<file path="src/rtl/pic8_pkg.sv">
// Shared types and command codes for the 8-input priority interrupt controller.
// Assumes a byte-wide register port; codes are decoded on even-address writes.
package pic8_pkg;
    typedef enum logic [2:0] {
        CFG_OFF,
        CFG_BASE,
        CFG_CASC,
        CFG_MODE,
        CFG_READY
    } cfg_state_t;

    localparam int START_BIT = 4;           // set: begin initialization
    localparam int SEL_BIT   = 3;           // set (start clear): poll / read-select command
    localparam int POLL_BIT  = 2;           // poll request inside a select command
    localparam int RDEN_BIT  = 1;           // read-select change enable
    localparam logic [2:0] EOI_CODE = 3'b001;  // bits [7:5] of a non-specific EOI
endpackage

</file>
<file path="src/rtl/pic8_lowidx.sv">
// Finds the lowest set bit index of a vector (lowest index = highest priority).
// Assumes W is wide enough to hold N-1; idx is 0 when nothing is set.
module pic8_lowidx #(
    parameter int N = 8,
    parameter int W = $clog2(N)
) (
    input  logic [N-1:0] vec,
    output logic         any,
    output logic [W-1:0] idx
);
    // scan from the top so the lowest set index wins
    always_comb begin
        idx = '0;
        for (int i = N - 1; i >= 0; i--) begin
            if (vec[i]) idx = W'(i);
        end
        any = |vec;
    end
endmodule

</file>
<file path="src/rtl/pic8_reqlat.sv">
// Request register: latches rising edges of the lines, drops a bit when its line
// goes low or it is acknowledged. Assumes lines are already synchronous to clk.
module pic8_reqlat #(
    parameter int N = 8
) (
    input  logic         clk,
    input  logic         rst_n,
    input  logic [N-1:0] lines,
    input  logic [N-1:0] ack,
    input  logic         clr,
    output logic [N-1:0] req
);
    logic [N-1:0] prev_q;

    // remember last line levels for edge detection
    always_ff @(posedge clk) begin
        if (!rst_n) prev_q <= '0;
        else        prev_q <= lines;
    end

    // set on rising edge, hold while high, drop on low, ack or clear
    always_ff @(posedge clk) begin
        if (!rst_n || clr) req <= '0;
        else               req <= (req | (lines & ~prev_q)) & lines & ~ack;
    end
endmodule

</file>
<file path="src/rtl/pic8_cfg.sv">
// Initialization sequencer: after a start write it takes vector base, cascade
// and mode words from odd-address writes, then reports ready. Mode is accepted
// without decoding; only processor mode operation is supported.
module pic8_cfg
    import pic8_pkg::*;
#(
    parameter int W = 3
) (
    input  logic           clk,
    input  logic           rst_n,
    input  logic           start,
    input  logic           word_we,
    input  logic [7:0]     wdata,
    output logic           ready,
    output logic [7-W:0]   base_hi,
    output logic [7:0]     cascade
);
    cfg_state_t state_q;

    // step through the configuration words in order
    always_ff @(posedge clk) begin
        if (!rst_n) begin
            state_q <= CFG_OFF;
            base_hi <= '0;
            cascade <= '0;
        end else if (start) begin
            state_q <= CFG_BASE;
        end else if (word_we) begin
            case (state_q)
                CFG_BASE: begin base_hi <= wdata[7:W]; state_q <= CFG_CASC; end
                CFG_CASC: begin cascade <= wdata;      state_q <= CFG_MODE; end
                CFG_MODE: state_q <= CFG_READY;
                default:  state_q <= state_q;
            endcase
        end
    end

    assign ready = (state_q == CFG_READY);
endmodule

</file>
<file path="src/rtl/pic8_ctrl.sv">
// Top of the 8-input fixed-priority interrupt controller. Holds mask, in-service
// register, read selection and poll arming; decodes the two-address byte port.
// Assumes reads and writes are never strobed in the same cycle.
module pic8_ctrl
    import pic8_pkg::*;
#(
    parameter int NUM_IRQ = 8
) (
    input  logic       clk,
    input  logic       rst_n,
    input  logic       bus_wr,
    input  logic       bus_rd,
    input  logic       bus_addr,
    input  logic [7:0] bus_wdata,
    output logic [7:0] bus_rdata,
    input  logic [7:0] irq_in,
    output logic       int_out,
    output logic [7:0] vector_out,
    output logic [7:0] cascade_cfg
);
    localparam int W = $clog2(NUM_IRQ);

    logic [NUM_IRQ-1:0] imr_q, isr_q, irr_q, prio_ok, elig, ack_vec;
    logic               sel_isr_q, poll_pend_q, ready;
    logic               isr_any, elig_any;
    logic [W-1:0]       isr_idx, win_idx;
    logic [7-W:0]       base_hi;
    logic               wr_even, wr_odd, start_w, cmd_w, eoi_w, sel_w, poll_rd;

    // decode the even/odd strobes into commands
    always_comb begin
        wr_even = bus_wr && !bus_addr;
        wr_odd  = bus_wr && bus_addr;
        start_w = wr_even && bus_wdata[START_BIT];
        cmd_w   = wr_even && !bus_wdata[START_BIT] && ready;
        sel_w   = cmd_w && bus_wdata[SEL_BIT];
        eoi_w   = cmd_w && !bus_wdata[SEL_BIT] && (bus_wdata[7:5] == EOI_CODE);
        poll_rd = bus_rd && !bus_addr && poll_pend_q;
    end

    pic8_cfg #(.W(W)) u_cfg (
        .clk(clk), .rst_n(rst_n), .start(start_w), .word_we(wr_odd),
        .wdata(bus_wdata), .ready(ready), .base_hi(base_hi), .cascade(cascade_cfg)
    );

    pic8_reqlat #(.N(NUM_IRQ)) u_req (
        .clk(clk), .rst_n(rst_n), .lines(irq_in), .ack(ack_vec),
        .clr(start_w), .req(irr_q)
    );

    pic8_lowidx #(.N(NUM_IRQ), .W(W)) u_isr_enc (
        .vec(isr_q), .any(isr_any), .idx(isr_idx)
    );

    // lines eligible: unmasked, and above every in-service priority
    always_comb begin
        for (int i = 0; i < NUM_IRQ; i++) begin
            prio_ok[i] = !isr_any || (i < int'(isr_idx));
        end
        elig = irr_q & ~imr_q & prio_ok;
    end

    pic8_lowidx #(.N(NUM_IRQ), .W(W)) u_win_enc (
        .vec(elig), .any(elig_any), .idx(win_idx)
    );

    // acknowledge the winner on a poll read
    always_comb begin
        ack_vec = '0;
        if (poll_rd && elig_any) ack_vec[win_idx] = 1'b1;
    end

    // mask register, loaded by odd writes once configured
    always_ff @(posedge clk) begin
        if (!rst_n)                imr_q <= '1;
        else if (wr_odd && ready)  imr_q <= bus_wdata[NUM_IRQ-1:0];
    end

    // in-service register: set by poll acknowledge, cleared by EOI or restart
    always_ff @(posedge clk) begin
        if (!rst_n || start_w)          isr_q <= '0;
        else if (poll_rd && elig_any)   isr_q[win_idx] <= 1'b1;
        else if (eoi_w && isr_any)      isr_q[isr_idx] <= 1'b0;
    end

    // read selection and poll arming
    always_ff @(posedge clk) begin
        if (!rst_n || start_w) begin
            sel_isr_q   <= 1'b0;
            poll_pend_q <= 1'b0;
        end else begin
            if (sel_w && bus_wdata[RDEN_BIT]) sel_isr_q <= bus_wdata[0];
            if (sel_w && bus_wdata[POLL_BIT]) poll_pend_q <= 1'b1;
            else if (poll_rd)                 poll_pend_q <= 1'b0;
        end
    end

    // read data mux
    always_comb begin
        if (bus_addr)         bus_rdata = imr_q;
        else if (poll_pend_q) bus_rdata = elig_any ? {1'b1, {(7-W){1'b0}}, win_idx}
                                                   : {{(8-W){1'b0}}, {W{1'b1}}};
        else if (sel_isr_q)   bus_rdata = isr_q;
        else                  bus_rdata = irr_q;
    end

    assign int_out    = ready && elig_any;
    assign vector_out = {base_hi, win_idx};
endmodule

</file>
<file path="config.mk">
export PLATFORM = sky130hd
export DESIGN_NAME = pic8_ctrl
export DESIGN_NICKNAME = d
export VERILOG_FILES = /design/src/rtl/pic8_pkg.sv /design/src/rtl/pic8_lowidx.sv /design/src/rtl/pic8_reqlat.sv /design/src/rtl/pic8_cfg.sv /design/src/rtl/pic8_ctrl.sv
export SDC_FILE = /design/constraint.sdc
export NUM_CORES = 1
export LEC_CHECK = 0
export CORE_ASPECT_RATIO = 0.8
export CORE_MARGIN = 3
export CORE_UTILIZATION = 52
export DETAILED_ROUTE_END_ITERATION = 6
export PLACE_DENSITY = 0.8
export SYNTH_ARGS = -nofsm -noshare
export SYNTH_HDL_FRONTEND = slang
export SYNTH_SLANG_ARGS = --single-unit
</file>
<file path="constraint.sdc">
create_clock -name clk -period 2.75 [get_ports clk]
set_clock_uncertainty 0.05 [all_clocks]
set_input_delay 0.275 -clock clk [delete_from_list [all_inputs] [get_ports clk]]
set_output_delay 0.275 -clock clk [all_outputs]
set_load 0.005 [all_outputs]
</file>
Yosys cells after proc, flatten, opt, wreduce, memory -nomap -nowiden --
Index checks and enable logic that the tools add are counted. Widths: inputs -> output; s select.
Cells by class: $lt $le $gt $ge 11, equality and inequality tests 5, muxes and demuxes 32, bitwise operators 14, reductions and logical operators 43
Operators by type and width (count):
- $mux 8 | 7
- $and 8x8->8 | 6
- $mux 3 | 16
- $not 8->8 | 4
- $logic_and 1x1->1 | 18
- $or 8x8->8 | 2
- $reduce_or 8->1 | 2
- $lt 3x3->1 const A | 3
- $pmux 3 s3 | 1
- $logic_or 1x1->1 | 8
- $lt 3x4->1 const B | 2
- $demux 1 s3 | 2
- $eq 3x1->1 const B | 2
- $eq 3x2->1 const B | 2
- $ge 3x1->1 const B | 2
- $lt 1x3->1 const A | 2
- $lt 2x3->1 const A | 2
- $mux 1 | 6
- $reduce_and 3->1 | 2
- $reduce_bool 2->1 | 3
- $logic_not 1->1 | 5
- $reduce_and 2->1 | 2
- $reduce_bool 4->1 | 1
- $eq 3x3->1 const B | 1
- other kinds (3) | 4
Storage, ports and cells: flip-flop bits (word level) 50, input bits 21, output and inout port bits 25, logic and storage cells 115

Logic depth before layout (Yosys ltp) --
Gate-level depths: netlist of the first run.
word-level depth 26, mapped depth 8, depth with buffers taken out 7

By module --
From an unflattened synthesis of the first run, not the netlist that was laid out.
Second synthesis, totals: cells, all modules 280, area, all modules 2631.3 um2
By module, submodules not included:
- pic8_ctrl | times used 1, cells an instance 145, area an instance 1179.9 um2, seq. area each 360.3 um2
- pic8_cfg | times used 1, cells an instance 67, area an instance 650.6 um2, seq. area each 320.3 um2
- pic8_reqlat | times used 1, cells an instance 42, area an instance 638.1 um2, seq. area each 320.3 um2
- pic8_lowidx | times used 2, cells an instance 13, area an instance 81.3 um2, seq. area each 0.0 um2

Worst setup path after synthesis of the first run --
Ideal clock, no wire load.
path kind reg-to-output, from reg isr_q[1], to out bus_rdata[0], arrival 2084 ps, required time 2425 ps, slack 341 ps, stages on the path, launching flop included 8, path buffers 0, path through dfxtp_1 -> or4_4 -> or4_4 -> nand3b_4 -> a21o_4 -> clkinv_4 -> nor3_1 -> o31ai_2
Between the ends: cells in the longest elaborated chain, start to end 15, elaborated cells between the ends (all ways) 31, those cells by class 7 x order compare; 13 x mux; 1 x bitwise; 10 x reduce/logical
Ends and longest elaborated chain:
- start, declared | line pic8_ctrl.sv:23 | logic [NUM_IRQ-1:0] imr_q, isr_q, irr_q, prio_ok, elig, ack_vec;
- start signal, assigned | line pic8_ctrl.sv:81 | if (!rst_n || start_w) isr_q <= '0;
- start signal, assigned by index | line pic8_ctrl.sv:82 | else if (poll_rd && elig_any) isr_q[win_idx] <= 1'b1;
- start signal, assigned by index | line pic8_ctrl.sv:83 | else if (eoi_w && isr_any) isr_q[isr_idx] <= 1'b0;
- $mux 3 (2 in a row) | line pic8_lowidx.sv:15 | if (vec[i]) idx = W'(i);
- $lt 3x3->1 | line pic8_ctrl.sv:58 | prio_ok[i] = !isr_any || (i < int'(isr_idx));
- $logic_or 1x1->1 | line pic8_ctrl.sv:58
- $and 8x8->8 (*) | line pic8_ctrl.sv:60 | elig = irr_q & ~imr_q & prio_ok;
- $mux 3 (6 in a row) | line pic8_lowidx.sv:15
- $mux 3 (*) | line pic8_lowidx.sv:15
- net vector_out[0] | line pic8_ctrl.sv:18 | output logic [7:0] vector_out,
- $mux 8 (*) (2 in a row) | line pic8_ctrl.sv:101 | else if (poll_pend_q) bus_rdata = elig_any ? {1'b1, {(7-W){1'b0}}, win_idx}
- $mux 8 (*) | line pic8_ctrl.sv:100 | if (bus_addr) bus_rdata = imr_q;
- end, declared | line pic8_ctrl.sv:15 | output logic [7:0] bus_rdata,
Mark *: on every way through the listed nets, which the timed path passes. The rest lies on a longest branch.

Worst setup path after layout of the first run --
from reg isr_q[0], to out bus_rdata[0]
Between the ends: cells in the longest elaborated chain, start to end 14, elaborated cells between the ends (all ways) 31, those cells by class 7 x order compare; 13 x mux; 1 x bitwise; 10 x reduce/logical
Ends and longest elaborated chain (line):
- $mux 3 or $reduce_or 8->1 (tied branches) | pic8_lowidx.sv:15, pic8_lowidx.sv:17
- $lt 3x3->1 or $logic_not 1->1 (tied branches) | pic8_ctrl.sv:58
- $logic_or 1x1->1 or $and 8x8->8 (tied branches) | pic8_ctrl.sv:58, pic8_ctrl.sv:60
- $and 8x8->8 or $mux 3 (tied branches) | pic8_ctrl.sv:60, pic8_lowidx.sv:15
- $mux 3 (7 in a row) | pic8_lowidx.sv:15
- $mux 8 | pic8_ctrl.sv:101
- $mux 8 (*) | pic8_ctrl.sv:101
- $mux 8 (*) | pic8_ctrl.sv:100
Every way passes the cells marked *; elsewhere a longest branch is shown, timed or not.

==> results of run 1 <==
[registers in the layout, indices dropped and copies added, names as in the netlist]
register	flops
sel_isr_q	1
u_req.req	8
u_cfg.base_hi	5
u_req.prev_q	8
imr_q	8
poll_pend_q	1
isr_q	8
u_cfg.cascade	8
u_cfg.state_q	3
[worst register-to-register path: cells and delay by family, from the launching register on]
| kind | cells | cell delay [ns] |
|---|---|---|
| buf+inv | 8 | 1.08 |
| simple gates | 3 | 0.76 |
| compound gates | 3 | 0.38 |
| flops | 1 | 0.32 |
[layer usage]
layer	routed length, um	up-vias
met3	553	14
met2	3330	105
met4	97	0
li1	-	1161
met5	0	-
met1	3180	1158
[report_power, final]
| part | leakage (nW) | internal [mW] | total (mW) | switching [mW] |
|---|---|---|---|---|
| registers | 0.407 | 0.739 | 0.749 | 0.0101 |
| clock network | 0.0444 | 0.176 | 0.420 | 0.244 |
| logic | 0.832 | 0.0715 | 0.126 | 0.0540 |
| total | 1.28 | 0.987 | 1.30 | 0.308 |
[path summary, 6_finish.rpt]
path / from / end / slack [ns] / cells past startpoint
worst max-delay path: isr_q[0] / bus_rdata[0] / -0.03 / 8
worst min-delay path: imr_q[6] / imr_q[6] / 0.46 / 2
worst max register to register: isr_q[0] / isr_q[4] / 0.09 / 14
worst min register to register: imr_q[6] / imr_q[6] / 0.46 / 2
[cell families (layout without fill, tap and decap cells)]
logic type / after synthesis / after routing
AND/OR/NAND/NOR: 132 / 132
multiplexers: 21 / 21
buffers and inverters: 19 / 93
flip-flops: 50 / 50
AO/OA/AOI/OAI: 63 / 63
[Yosys cell counts (2+ instances only)]
master,count,area (um2)
sky130_fd_sc_hd__dfxtp_1,50,1000
sky130_fd_sc_hd__nand2_1,29,109
sky130_fd_sc_hd__nor2b_1,23,144
sky130_fd_sc_hd__mux2i_1,19,190
sky130_fd_sc_hd__nor2_1,17,63.8
sky130_fd_sc_hd__o21ai_0,16,80.1
sky130_fd_sc_hd__a21oi_1,11,55.1
sky130_fd_sc_hd__nand2b_1,11,68.8
sky130_fd_sc_hd__nor3_1,11,55.1
sky130_fd_sc_hd__and2_1,10,62.6
sky130_fd_sc_hd__nand3_1,10,50.1
sky130_fd_sc_hd__a211oi_1,9,67.6
sky130_fd_sc_hd__inv_1,9,33.8
sky130_fd_sc_hd__clkbuf_1,8,30.0
sky130_fd_sc_hd__and4b_1,4,40.0
sky130_fd_sc_hd__o211ai_1,4,30.0
sky130_fd_sc_hd__or2_2,4,25.0
sky130_fd_sc_hd__o21ai_1,3,15.0
sky130_fd_sc_hd__a21o_1,2,15.0
sky130_fd_sc_hd__a32oi_1,2,17.5
sky130_fd_sc_hd__mux2_2,2,22.5
sky130_fd_sc_hd__nor4b_1,2,17.5
sky130_fd_sc_hd__o221a_1,2,22.5
sky130_fd_sc_hd__or3b_2,2,17.5
sky130_fd_sc_hd__or4_4,2,22.5
[stage by stage]
stage               setup WS (ns)  total power, mW
floorplan                   0.341            0.815
global placement          -0.0896            0.890
detailed placement         -0.153            0.893
CTS                       -0.0921             1.30
global route               -0.118             1.35
finish                    -0.0325             1.30
[area by class of cell]
cell class / count / area, um2
multi-input cells: 216 / 1440
repair buffers: 76 / 666
fillers: 333 / 1060
well taps: 57 / 71.3
clock buffers: 5 / 68.8
clock inverters: 2 / 13.8
flip-flops and latches: 50 / 1000
inverters: 10 / 42.5
[repair_timing]
item                       4_1_cts  5_1_grt
buffers inserted                 7        0
gates resized for setup         18        9
setup endpoints to repair        7        8
pin swaps                        4        4
==> out/summary.md, run 1 <==
• **global-route congestion overflow total** 0
• **largest family of logic cells by synthesized area** simple AND/OR/NAND/NOR gates
• **Port-buffer cells** 45
• **routability-driven placement congestion ratio** 0.937
• **Antenna Cells** 0
• **worst setup path category** register to output port
• **endpoints failing hold** 0
• **TritonCTS clock tree** built
• **Post-Route Hold Slack** 0.456 ns
• **layout cells sized above 1** 18.9%
• **count of clock tree sinks** 50
• **initial core utilization** 56.5%
• **number of distinct library cells after synthesis** 48
• **overall fraction of global-route tracks in use** 27.0%
• **worst path cell trace** or4_4, or4_4, nand3b_4, a21o_4, clkinv_4, nor3_1, o31ai_2, buf_2
• **global-route wire length before repair** 12.1 mm
• **class of the worst hold path** register to register
• **Clock Pin Slew Worst Setup and Hold Paths** 0.09 ns
• **total number of vias** 2,438
• **achievable clock frequency** 359 MHz
• **num ports** 46
• **cells after synthesis** 285
• **Largest stage delay, worst path** 0.54 ns
• **final clock period utilization by the worst path** 101%
• **compound-gate portion of the synthesized area** 17.7%
• **Cell Count, Final, Fillers Out** 416
• **Clock Tree Root** sky130_fd_sc_hd__clkbuf_8
• **placed cell count** 402
• **Worst path slowest cell** sky130_fd_sc_hd__or4_4
• **cell family with most CP delay** simple AND/OR/NAND/NOR gates
• **WP data required** 2.42 ns
• **maximum number of pins on one net before global-route repair** 19
• **Via-to-Cell Ratio** 5.86
• **share of cell area taken by muxes after synthesis** 8.63%
• **HPWL reported at the end of detailed placement** 5.35 mm
• **min setup slack post-route** -0.0325 ns
• **Synth Register Bits** 50
• **layout overhead on the synthesized area** 33.9%
• **Initial DRC Count** 181
• **row count** 21
• **WL/cell** 17.2 um
• **slew of the pin with the lowest slew margin** 0.661 ns
• **number of enable flip-flop cells after synthesis** 0
• **most numerous cell on the critical path** sky130_fd_sc_hd__or4_4
• **minimum clock period** 2.78 ns
• **accumulated negative setup slack** -0.0325 ns
• **largest fanout on the critical path** 3
• **vertical die dimension** 67.6 um
• **deepest level of the CTS H-tree** 2
• **post-route DRC violation count** 0
• **YS warnings** 0
• **net count after synthesis** 306
• **startpoint types** register
• **Net count, final** 380
• **met3 Use GR** 7.07%
• **summed area of non-filler cells in the final layout** 3300 um2
• **Seq/Total Area, Yosys** 40.6%
• **Max IR drop VDD** 289 uV
• **Setup violations, final** 1
• **Global Route met2 Usage** 45.9%
• **post-place instance area** 3140 um2
• **Mean Syn Cell Area** 8.65 um2
• **Die Footprint** 5610 um2
• **most frequent cells in the layout** sky130_fd_sc_hd__dfxtp_1 (50), sky130_fd_sc_hd__clkdlybuf4s50_1 (37), sky130_fd_sc_hd__buf_4 (31), sky130_fd_sc_hd__nand2_1 (28), sky130_fd_sc_hd__nor2b_1 (22)
• **number of iterations in the first detailed-routing pass** 5
• **Final Max Slew Viols** 0
• **number of buffers inserted during clock tree synthesis** 5
• **post-route ant nets** 0
• **most common cell after layout, fill and taps aside** sky130_fd_sc_hd__dfxtp_1
• **fraction of synthesized cell area in xor and xnor cells** 0%
• **die width** 83.0 um
• **run status** complete, but fails checks
• **number of hold-repair buffers added at the cts stage** 0
• **Simple-Gate Fraction of Synth Area** 29.9%
• **post-synthesis adder-cell area fraction** 0%
• **Max Root-Sink Buffers** 2
• **unrepaired setup endpoints after global routing** true
• **dominant synthesized flop cell** sky130_fd_sc_hd__dfxtp_1
• **total power divided by cell area** 393 nW/um2
• **arrival time of the worst setup path** 2.46 ns
• **layer carrying the most global-route usage** met2
• **failing checks** negative setup slack
• **Async S/R FF share, synth** 0%
• **static power due to leakage** 1.28 nW
• **area of the core** 4360 um2
• **antenna violations before repair** 0
• **headroom to the max-slew limit** 55.8%
• **netlist area before placement** 2460 um2
• **type of element capturing the critical path** output port
• **max-capacitance violation count** 0
• **utilization after layout** 75.6%
• **number of global-route vias before repair** 2,449
• **combined buffer and inverter count along the critical path** 2
• **M1 GR Usage** 35.1%
• **insertion delay to the later sink of the worst-skew pair** 0.30 ns
• **total wirelength of the detailed-routed design** 7.15 mm
(Power assumes the default switching activity.)
==> run 2: changes to the inputs <==
--- a/config.mk
+++ b/config.mk
@@ -7,9 +7,8 @@
 export LEC_CHECK = 0
 export CORE_ASPECT_RATIO = 0.8
 export CORE_MARGIN = 3
-export CORE_UTILIZATION = 52
+export CORE_UTILIZATION = 34
 export DETAILED_ROUTE_END_ITERATION = 6
-export PLACE_DENSITY = 0.8
 export SYNTH_ARGS = -nofsm -noshare
 export SYNTH_HDL_FRONTEND = slang
 export SYNTH_SLANG_ARGS = --single-unit
==> run 2 against run 1 <==
  * The flow still finishes with violations (negative setup slack)
  * Via count fell by 3.4%
  * Register-to-register slack got worse by 0.02 ns
  * Design area rose by 4.1%
  * Flip-flop and latch count did not move
  * Critical path depth did not move
  * Largest cell class unchanged
  * Non-clock buffer count rose by 5
  * Clock power rose by 3%
==> out/summary.md, run 2 (synthesis results as in run 1) <==
• **Net count, final** 385
• **most numerous cell on the critical path** sky130_fd_sc_hd__or4_4
• **count of clock tree sinks** 50
• **fraction of power consumed by combinational cells** 9.6%
• **total wirelength of the detailed-routed design** 7.38 mm
• **Clock Tree Root** sky130_fd_sc_hd__clkbuf_8
• **overall fraction of global-route tracks in use** 18.6%
• **antenna violations before repair** 0
• **WP data required** 2.42 ns
• **total number of vias** 2,354
• **number of global-route vias before repair** 2,200
• **unrepaired setup endpoints after global routing** true
• **WL/cell** 16.3 um
• **Port-buffer cells** 45
• **achievable clock frequency** 359 MHz
• **most frequent cells in the layout** sky130_fd_sc_hd__dfxtp_1 (49), sky130_fd_sc_hd__clkdlybuf4s50_1 (37), sky130_fd_sc_hd__buf_4 (34), sky130_fd_sc_hd__nand2_1 (28), sky130_fd_sc_hd__nor2b_1 (22)
• **number of hold-repair buffers added at the cts stage** 0
• **Max Root-Sink Buffers** 2
• **net load switching power** 0.318 mW
• **post-route DRC violation count** 0
• **deepest level of the CTS H-tree** 2
• **run status** complete, but fails checks
• **maximum number of pins on one net before global-route repair** 19
• **arrival time of the worst setup path** 2.46 ns
• **min setup slack post-route** -0.0364 ns
• **Cell Count, Final, Fillers Out** 452
• **type of element capturing the critical path** output port
• **utilization after layout** 49.4%
• **area of the core** 6960 um2
• **insertion delay to the later sink of the worst-skew pair** 0.30 ns
• **Switching Fraction** 24.3%
• **Die Footprint** 8310 um2
• **number of buffers inserted during clock tree synthesis** 5
• **slew of the pin with the lowest slew margin** 0.609 ns
• **row count** 27
• **final clock period utilization by the worst path** 101%
• **most common cell after layout, fill and taps aside** sky130_fd_sc_hd__dfxtp_1
• **layout overhead on the synthesized area** 39.4%
• **Internal** 0.992 mW
• **multi-input combinational cell area** 1480 um2
• **startpoint types** register
• **Setup violations, final** 3
• **Final Max Slew Viols** 0
• **HPWL reported at the end of detailed placement** 5.60 mm
• **worst path cell trace** or4_4, or4_4, nand3b_4, a21o_4, clkinv_4, nor3_2, o31ai_2, buf_2
• **failing checks** negative setup slack
• **headroom to the max-slew limit** 58.9%
• **register share of total power** 57.2%
• **sequential standard cell area** 1000 um2
• **global-route congestion overflow total** 0
• **largest fanout on the critical path** 3
• **Fillers** 662
• **origin of the worst setup path** isr_q[3]
• **layout cells sized above 1** 21.6%
• **minimum clock period** 2.79 ns
• **launch point of the worst reg-to-reg path** isr_q[3]
• **worst setup path category** register to output port
• **Initial DRC Count** 171
• **Antenna Cells** 0
• **total power divided by cell area** 381 nW/um2
• **TritonCTS clock tree** built
• **Via-to-Cell Ratio** 5.21
• **initial core utilization** 35.4%
• **Worst path slowest cell** sky130_fd_sc_hd__or4_4
• **accumulated negative setup slack** -0.0575 ns
• **post-route ant nets** 0
• **endpoints failing hold** 0
• **worst min-delay path startpoint** imr_q[5]
• **clock share of power** 33.2%
• **routability-driven placement congestion ratio** 0.899
• **Largest stage delay, worst path** 0.57 ns
• **num ports** 46
• **global-route wire length before repair** 11.9 mm
• **max-capacitance violation count** 0
• **class of the worst hold path** register to register
• **placed cell count** 434
• **number of iterations in the first detailed-routing pass** 5
• **Clock Pin Slew Worst Setup and Hold Paths** 0.10 ns
• **vertical die dimension** 82.2 um
• **Max IR drop VDD** 210 uV
• **die width** 101 um
• **static power due to leakage** 1.31 nW
[run 2: changes by cell type in the layout (fill, tap and decap cells not counted), moves of 2 or more]
| cell | change |
|---|---|
| sky130_fd_sc_hd__a211oi_2 | +2 |
| sky130_fd_sc_hd__a211oi_1 | -3 |
| sky130_fd_sc_hd__buf_4 | +3 |
| sky130_fd_sc_hd__clkdlybuf4s15_1 | +2 |
| sky130_fd_sc_hd__nor3_1 | -2 |
| sky130_fd_sc_hd__dlygate4sd2_1 | -2 |
| sky130_fd_sc_hd__buf_6 | +2 |
| sky130_fd_sc_hd__nor3_2 | +2 |
[run 2: power groups by stage]
stage	Sequential, mW	Combinational (mW)	Clock [mW]
final	0.749	0.126	0.434
after global routing	0.751	0.139	0.482
after CTS	0.750	0.127	0.452
after detailed placement	0.767	0.129	0
after global placement	0.766	0.129	0
after floorplan	0.763	0.0526	0
[run 2: per-layer routing]
metal	GRT usage (%)	wire (um)	vias up
met4	5.18	118	0
li1	-	-	1173
met5	0	0	-
met3	3.11	339	8
met2	27.1	3160	61
met1	28.1	3770	1112
[run 2: worst max-delay path, delay by kind of cell, from the launching register on]
| kind | cells | cell delay [ns] |
|---|---|---|
| flip-flops | 1 | 0.34 |
| buffers and inverters | 2 | 0.19 |
| AND/OR/NAND/NOR | 4 | 1.23 |
| AO/OA/AOI/OAI | 2 | 0.41 |
[run 2: metrics by stage]
stage	power [mW]	cell area, um2	setup slack, ns	hold slack (ns)
2_1_floorplan	0.815	2460	0.341	0.349
3_3_place_gp	0.894	3190	-0.118	0.436
3_5_place_dp	0.895	3190	-0.142	0.440
4_1_cts	1.33	3360	-0.0852	0.455
5_1_grt	1.37	3440	-0.126	0.476
6_report	1.31	3440	-0.0364	0.449
[run 2: path summary, 6_finish.rpt]
path | endpoint | slack, ns | depth (start not counted)
max | bus_rdata[0] | -0.04 | 8
min | imr_q[5] | 0.45 | 2
max reg2reg | isr_q[5] | 0.07 | 15
min reg2reg | imr_q[5] | 0.45 | 2
[run 2: cell type report]
type | count | area share (%)
repair buffers | 81 | 20.9
inverters | 10 | 1.24
clock inverters | 2 | 0.401
multi-input cells | 216 | 43.0
well taps | 87 | 3.17
clock buffers | 6 | 2.11
flip-flops and latches | 50 | 29.2
[run 2: repair_timing]
item / 4_1_cts / 5_1_grt
resized for setup: 20 / 20
setup endpoints to repair: 7 / 10
pin swaps: 7 / 13
cloned: 0 / 0
setup buffers: 9 / 2
